$ cat config.mk
export PLATFORM = sky130hd
export DESIGN_NAME = bank_latch_mux
export DESIGN_NICKNAME = d
export VERILOG_FILES = /design/src/rtl/bank_latch_pkg.sv /design/src/rtl/bank_latch_cell.sv /design/src/rtl/bank_latch_ctrl.sv /design/src/rtl/bank_latch_datapath.sv /design/src/rtl/bank_latch_mux.sv
export SDC_FILE = /design/constraint.sdc
export NUM_CORES = 1
export LEC_CHECK = 0
export ABC_AREA = 1
export BUFFER_PORTS_ARGS = -buffer_cell sky130_fd_sc_hd__buf_2
export CORE_ASPECT_RATIO = 1.5
export CORE_MARGIN = 2
export CORE_UTILIZATION = 44
export CTS_BUF_LIST = sky130_fd_sc_hd__clkbuf_8
export DETAILED_ROUTE_END_ITERATION = 6
export GPL_TIMING_DRIVEN = 0
export PLACE_DENSITY = 0.79
export SYNTH_ARGS = -nofsm -noshare
export SYNTH_HDL_FRONTEND = slang
export SYNTH_SLANG_ARGS = --single-unit
$ cat constraint.sdc
create_clock -name clk -period 0.8 [get_ports clk]
set_input_delay 0.08 -clock clk [delete_from_list [all_inputs] [get_ports clk]]
set_output_delay 0.08 -clock clk [all_outputs]
set_load 0.01 [all_outputs]
$ cat src/rtl/bank_latch_pkg.sv
`timescale 1ns/1ps
package bank_latch_pkg;

  // Index of each holding stage inside the datapath array.
  localparam int unsigned NUM_STAGES = 4;
  localparam int unsigned STG_A_B1 = 0;
  localparam int unsigned STG_A_B2 = 1;
  localparam int unsigned STG_B1_A = 2;
  localparam int unsigned STG_B2_A = 3;

  // Strobes from control to datapath, already qualified by reset.
  typedef struct packed {
    logic capAB1;
    logic capAB2;
    logic capB1A;
    logic capB2A;
    logic driveA;
    logic driveB1;
    logic driveB2;
    logic pickB1;
  } ctrlStrobe_t;

endpackage

$ cat src/rtl/bank_latch_cell.sv
`timescale 1ns/1ps
module bank_latch_cell #(
  parameter int unsigned W = 12
) (
  input  logic         clk,
  input  logic         rstN,
  input  logic         capEn,
  input  logic [W-1:0] din,
  output logic [W-1:0] q
);

  logic [W-1:0] held;

  always_ff @(posedge clk or negedge rstN) begin
    if (!rstN) begin
      held <= '0;
    end else if (capEn) begin
      held <= din;
    end
  end

  // Transparent view while the enable is high, stored word otherwise.
  assign q = capEn ? din : held;

  AST_HOLD_STABLE: assert property (@(posedge clk) disable iff (!rstN)
    (!capEn && $past(!capEn)) |-> $stable(q));

  AST_CAPTURE_LAST: assert property (@(posedge clk) disable iff (!rstN)
    $fell(capEn) |-> (q == $past(din)));

endmodule

$ cat src/rtl/bank_latch_ctrl.sv
`timescale 1ns/1ps
module bank_latch_ctrl
  import bank_latch_pkg::*;
(
  input  logic        clk,
  input  logic        rstN,
  input  logic        capAtoB1,
  input  logic        capAtoB2,
  input  logic        capB1toA,
  input  logic        capB2toA,
  input  logic        bankSel,
  input  logic        aDriveN,
  input  logic        bank1DriveN,
  input  logic        bank2DriveN,
  output ctrlStrobe_t strobe
);

  always_comb begin
    strobe.capAB1  = rstN & capAtoB1;
    strobe.capAB2  = rstN & capAtoB2;
    strobe.capB1A  = rstN & capB1toA;
    strobe.capB2A  = rstN & capB2toA;
    strobe.driveA  = rstN & ~aDriveN;
    strobe.driveB1 = rstN & ~bank1DriveN;
    strobe.driveB2 = rstN & ~bank2DriveN;
    strobe.pickB1  = bankSel;
  end

  // Inbound drive must not be granted while side A control is inactive.
  AST_A_GRANT_MATCH: assert property (@(posedge clk) disable iff (!rstN)
    aDriveN |-> !strobe.driveA);

endmodule

$ cat src/rtl/bank_latch_datapath.sv
`timescale 1ns/1ps
module bank_latch_datapath
  import bank_latch_pkg::*;
#(
  parameter int unsigned W = 12
) (
  input  logic         clk,
  input  logic         rstN,
  input  ctrlStrobe_t  strobe,
  input  logic [W-1:0] aIn,
  input  logic [W-1:0] b1In,
  input  logic [W-1:0] b2In,
  output logic [W-1:0] aOut,
  output logic [W-1:0] aOe,
  output logic [W-1:0] b1Out,
  output logic [W-1:0] b1Oe,
  output logic [W-1:0] b2Out,
  output logic [W-1:0] b2Oe
);

  logic [W-1:0]          stgD [NUM_STAGES];
  logic [W-1:0]          stgQ [NUM_STAGES];
  logic [NUM_STAGES-1:0] stgCap;
  logic [W-1:0]          inboundWord;

  always_comb begin
    stgD[STG_A_B1] = aIn;
    stgD[STG_A_B2] = aIn;
    stgD[STG_B1_A] = b1In;
    stgD[STG_B2_A] = b2In;
    stgCap[STG_A_B1] = strobe.capAB1;
    stgCap[STG_A_B2] = strobe.capAB2;
    stgCap[STG_B1_A] = strobe.capB1A;
    stgCap[STG_B2_A] = strobe.capB2A;
  end

  for (genvar g = 0; g < NUM_STAGES; g++) begin : gStage
    bank_latch_cell #(.W(W)) u_cell (
      .clk  (clk),
      .rstN (rstN),
      .capEn(stgCap[g]),
      .din  (stgD[g]),
      .q    (stgQ[g])
    );
  end

  assign inboundWord = strobe.pickB1 ? stgQ[STG_B1_A] : stgQ[STG_B2_A];

  assign aOut  = strobe.driveA  ? inboundWord    : '0;
  assign b1Out = strobe.driveB1 ? stgQ[STG_A_B1] : '0;
  assign b2Out = strobe.driveB2 ? stgQ[STG_A_B2] : '0;
  assign aOe   = {W{strobe.driveA}};
  assign b1Oe  = {W{strobe.driveB1}};
  assign b2Oe  = {W{strobe.driveB2}};

  // Capturing into bank 1 alone must leave the bank-2 word alone.
  AST_BANK_ISOLATION: assert property (@(posedge clk) disable iff (!rstN)
    (!strobe.capAB2 && $past(!strobe.capAB2)) |-> $stable(stgQ[STG_A_B2]));

endmodule

$ cat src/rtl/bank_latch_mux.sv
`timescale 1ns/1ps
module bank_latch_mux
  import bank_latch_pkg::*;
#(
  parameter int unsigned W = 12
) (
  input  logic         clk,
  input  logic         rstN,
  input  logic [W-1:0] aIn,
  output logic [W-1:0] aOut,
  output logic [W-1:0] aOe,
  input  logic [W-1:0] b1In,
  output logic [W-1:0] b1Out,
  output logic [W-1:0] b1Oe,
  input  logic [W-1:0] b2In,
  output logic [W-1:0] b2Out,
  output logic [W-1:0] b2Oe,
  input  logic         capAtoB1,
  input  logic         capAtoB2,
  input  logic         capB1toA,
  input  logic         capB2toA,
  input  logic         bankSel,
  input  logic         aDriveN,
  input  logic         bank1DriveN,
  input  logic         bank2DriveN
);

  ctrlStrobe_t strobe;

  bank_latch_ctrl u_ctrl (
    .clk        (clk),
    .rstN       (rstN),
    .capAtoB1   (capAtoB1),
    .capAtoB2   (capAtoB2),
    .capB1toA   (capB1toA),
    .capB2toA   (capB2toA),
    .bankSel    (bankSel),
    .aDriveN    (aDriveN),
    .bank1DriveN(bank1DriveN),
    .bank2DriveN(bank2DriveN),
    .strobe     (strobe)
  );

  bank_latch_datapath #(.W(W)) u_dp (
    .clk   (clk),
    .rstN  (rstN),
    .strobe(strobe),
    .aIn   (aIn),
    .b1In  (b1In),
    .b2In  (b2In),
    .aOut  (aOut),
    .aOe   (aOe),
    .b1Out (b1Out),
    .b1Oe  (b1Oe),
    .b2Out (b2Out),
    .b2Oe  (b2Oe)
  );

  AST_RESET_QUIET: assert property (@(posedge clk)
    !rstN |-> (aOe == '0 && b1Oe == '0 && b2Oe == '0 &&
               aOut == '0 && b1Out == '0 && b2Out == '0));

  AST_A_DISABLED: assert property (@(posedge clk) disable iff (!rstN)
    aDriveN |-> (aOe == '0 && aOut == '0));

  AST_OE_UNIFORM: assert property (@(posedge clk) disable iff (!rstN)
    (aOe == '0 || aOe == '1) && (b1Oe == '0 || b1Oe == '1) &&
    (b2Oe == '0 || b2Oe == '1));

  AST_BANK_DRIVE_INDEP: assert property (@(posedge clk) disable iff (!rstN)
    (bank1DriveN |-> b1Oe == '0) and (bank2DriveN |-> b2Oe == '0));

  AST_SEL_STABLE: assert property (@(posedge clk) disable iff (!rstN)
    (!aDriveN && $past(!aDriveN) && $stable(bankSel) &&
     !capB1toA && !capB2toA && $past(!capB1toA && !capB2toA))
    |-> $stable(aOut));

endmodule

### Yosys cells after proc, flatten, opt, wreduce, memory -nomap -nowiden

Index checks and enable logic that the tools add are counted.
Widths: inputs -> output; s select.

* word-level logic and storage cells: 22
* register bits after elaboration: 48
* RAM bits: 0
* latch bits: 0
* bits of input ports: 46
* memories: 0
* output and inout bits: 72
* ROM bits: 0

* reductions and logical operators: 0
* multipliers: 0
* eq/ne operators: 0
* $add $sub $neg: 0
* muxes and demuxes: 8
* divide/modulo/power cells: 0
* shift-type cells: 0
* $lt $le $gt $ge: 0
* bitwise logic cells: 10

Operator list (number)
* $mux 12: 8
* $and 1x1->1: 7
* $not 1->1: 3

### Depth between registers and ports, before layout

* word-level depth: 4
* depth in mapped cells: 7

### Hierarchy

Synthesis repeated with hierarchy kept, for this count alone.

* cell total of the unflattened synthesis: 366
* area, all modules: 2597.5 um^2

By module, submodules not included
* bank_latch_cell: instances 4, area each 457.9 um^2, sequential area each 300.3 um^2, cells each 51
* bank_latch_datapath: instances 1, area each 713.2 um^2, sequential area each 0.0 um^2, cells each 149
* bank_latch_ctrl: instances 1, area each 52.6 um^2, sequential area each 0.0 um^2, cells each 13

### Worst setup path before layout

Ideal clock, no wire load.

* path type: input to output
* from: input rstN
* to: output b1Out[10]
* slack: -174 ps
* required time: 720 ps
* path buffers: 2
* stages on the path: 6
* data arrival time: 894 ps
* path through: buf_6 > inv_2 > nor2_4 > inv_2 > buf_6 > nor2_1

* elaborated cells on any way between the ends: 4

RTL lines
* from (decl): RTL line bank_latch_mux.sv:8 `input logic rstN,`
* $and 1x1->1: RTL line bank_latch_ctrl.sv:24 `strobe.driveB1 = rstN & ~bank1DriveN;`
* net b1Oe[0]: RTL line bank_latch_mux.sv:14 `output logic [W-1:0] b1Oe,`
* $mux 12: RTL line bank_latch_datapath.sv:50 `assign b1Out = strobe.driveB1 ? stgQ[STG_A_B1] : '0;`
* to (decl): RTL line bank_latch_mux.sv:13 `output logic [W-1:0] b1Out,`

The timed path passes the listed nets, and every way through them passes these cells.

### Worst setup path after layout

* from: register u_dp.gStage[0].u_cell.held[11]
* to: output b1Out[11]

* cells in the longest elaborated chain, start to end: 2

RTL lines
* from (decl): RTL line bank_latch_cell.sv:12 `logic [W-1:0] held;`
* from (signal assigned): RTL line bank_latch_cell.sv:18 `held <= din;`
* $mux 12: RTL line bank_latch_cell.sv:23 `assign q = capEn ? din : held;`
* $mux 12: RTL line bank_latch_datapath.sv:50

No other way between the ends.

==> results.cfg <==
[pwr]
p_total_mw = 7.33
ir_worst_vdd_mv = 1.23
leakage_nw = 2.64
power_density_nw_per_um2 = 1460

[finish]
finalCoreUtilization_pct = 87.3
regMostFlops = u_dp.gStage.u_cell.held
layout_commonest_cell = buf_6
area_growth_syn_to_layout_pct = 92.5
top_regs = u_dp.gStage.u_cell.held x48
largest_reg_flops = 48
drive_gt1_share_pct = 63.7
finalNetCount = 567
n_antenna_cell = 0
fillers = 281
layout_common_cells = buf_6 (114), nand2_1 (68), buf_2 (63)

[floorplan]
die_w_um = 66.8
fp-row-count = 34
core_um2 = 5740
die_y_um = 98.2
start_util_pct = 45.4
dieArea_um2 = 6560
ioPinCount = 118

[sta]
min_period_ns = 1.26
finalWorstSetupSlack_ns = -0.455
tightest_slew_ns = 0.286
slew_viol_final = 0
max_freq_mhz = 797
maxSlewHeadroom_pct = 80.9
period_share_pct = 157
rsz0062_at_grt = true
finalSetupViolations = 92
finalHoldViolations = 0
finClkSkew_ns = 0

[detailed_routing]
ant_nets = 0
wl_um = 10700
vias = 3053
first_pass_iters = 4
wl_per_cell_um = 18.1
routed_via_density = 5.15
drt-initial-drc-count = 210
post-route-drc-count = 0

[logic_synthesis]
async_flop_share_pct = 100
synth_cell_types = 15
synth-simple-area-share_pct = 28.0
synthCells = 348
ys.flop_type = dfrtp_1
synth-compound-area-share_pct = 4.61
ys_ff_latch = 48
yosys-mux-area-fraction_pct = 0
ys.warnings.count = 0
synth_top_family_by_area = simple AND/OR/NAND/NOR gates
synth-edff-count = 0
synth_xor_area_share_pct = 0
synthesis.area_um2 = 2600
synthAdderAreaFrac_pct = 0
seq_area_frac_synth_pct = 46.1
synth_area_per_cell_um2 = 7.49
syn-num-nets = 394

[status]
failed_checks = setup timing
status = finished with violations

[critical_path]
critical_path.top_delay_family = flip-flops
crit_type = register to primary output
cp_max_fo = 2
crit_chain = inv_1 -> nand2_1 -> o21ai_2 -> nor2_1 -> buf_2
worst_ep_arrival_time_ns = 1.18
cp_num_buf_inv = 2
slowest_stage = dfrtp_1
cpPeakStageDelay_ns = 0.35
endpoint_kind = primary output
cp-start-kind = register
critPathRequiredTime_ns = 0.72

[global_routing]
grt.overflow.total = 0
grt_max_degree = 26
grt_pass1_vias = 3175
grt_antenna_before_repair = 0
grtUsageTotal_pct = 30.5
grt_pass1_wl_um = 15200

[flow_run]
drv_cap = 0

[clock_network]
cts_htree_levels = 2
cts_made_buffers = 5
cts_tree = done
cts_root_buffer = clkbuf_8
clk_pin_slew_ns = 0.08
cts.sinks = 48
clk_latency_ns = 0.29
cts_buffer_depth = 2

[placed_design]
gp_congestion = 0.785
dp_slack_ns = -1.56
port-buffer-count = 117
dp_hpwl_um = 4940

[hold_path]
hp-class = primary input to register
synth_stat cells (3+ instances only):
cell type   n  area [µm²]
inv_2       3        11.3
buf_4      37         278
buf_2       5        25.0
nand3_1    36         180
buf_6       4        45.0
nor2_4      3        33.8
inv_1      49         184
o21ai_0    12        60.1
nand2_1    86         323
dfrtp_1    48        1200
nor2_1     48         180
o21ai_1    12        60.1
path summary, 6_finish.rpt:
check | start | end | slack [ns] | cells past startpoint
setup / recovery | u_dp.gStage[0].u_cell.held[11]$_DFF_PN0_ | b1Out[11] | -0.46 | 5
hold / removal | b1In[5] | u_dp.gStage[2].u_cell.held[5]$_DFF_PN0_ | 0.03 | 3
setup reg to reg | u_dp.gStage[2].u_cell.held[11]$_DFF_PN0_ | u_dp.gStage[2].u_cell.held[11]$_DFF_PN0_ | -0.25 | 6
hold reg to reg | u_dp.gStage[3].u_cell.held[6]$_DFF_PN0_ | u_dp.gStage[3].u_cell.held[6]$_DFF_PN0_ | 0.48 | 2
max in group asynchronous | rstN | u_dp.gStage[1].u_cell.held[0]$_DFF_PN0_ | 0.25 | 2
min in group asynchronous | rstN | u_dp.gStage[3].u_cell.held[5]$_DFF_PN0_ | 0.30 | 2
layer usage:
metal	track usage (%)	part of all wire [%]	up-vias
met5	0	0	-
met4	8.79	4.7	0
li1	-	-	1361
met3	3.34	5.0	45
met2	60.3	55	166
met1	32.2	35	1481
logic make-up after synthesis:
family                 Yosys count
flip-flops                      48
buffers and inverters          101
AND/OR/NAND/NOR                175
AO/OA/AOI/OAI                   24
layout make-up:
| class | count | area [µm²] | share of cell area [%] |
|---|---|---|---|
| well taps | 72 | 90.1 | 1.80 |
| inverters | 52 | 210 | 4.19 |
| multi-input cells | 199 | 1290 | 25.7 |
| repair buffers | 167 | 1580 | 31.4 |
| clock buffers | 7 | 96.3 | 1.92 |
| plain buffers | 48 | 553 | 11.0 |
| flip-flops and latches | 48 | 1200 | 24.0 |
report_power, final:
group          internal (mW)  switching [mW]  total [mW]
Sequential              2.72           0.112        2.84
Clock                  0.771           0.785        1.56
Combinational           1.46            1.47        2.93
Total                   4.95            2.37        7.33
per-stage QoR:
step | instance area (µm²) | TNS, ns | hold WS [ns] | cells
finish | 5010 | -25.87 | 0.0349 | 593
global route | 5010 | -29.12 | 0.0478 | 593
CTS | 4760 | -20.60 | 0.0256 | 582
detailed placement | 3490 | -153.98 | 0.339 | 537
global placement | 3490 | -149.20 | 0.334 | 537
floorplan | 2820 | -3.85 | -0.216 | 348
worst register-to-register path, delay by kind of cell (launching register included):
kind          cells  cell delay [ns]
flops             1             0.38
simple gates      2             0.16
buf+inv           4             0.42
repair_timing:
item / in CTS / in global routing
resized for setup: 192 / 59
hold buffers: 3 / 1
setup buffers: 31 / 18
pin swaps: 34 / 26
hold endpoints to repair: 48 / 13
setup endpoints to repair: 120 / 103
gates cloned: 8 / 1
No activity file was read; power rests on OpenSTA's default activity.
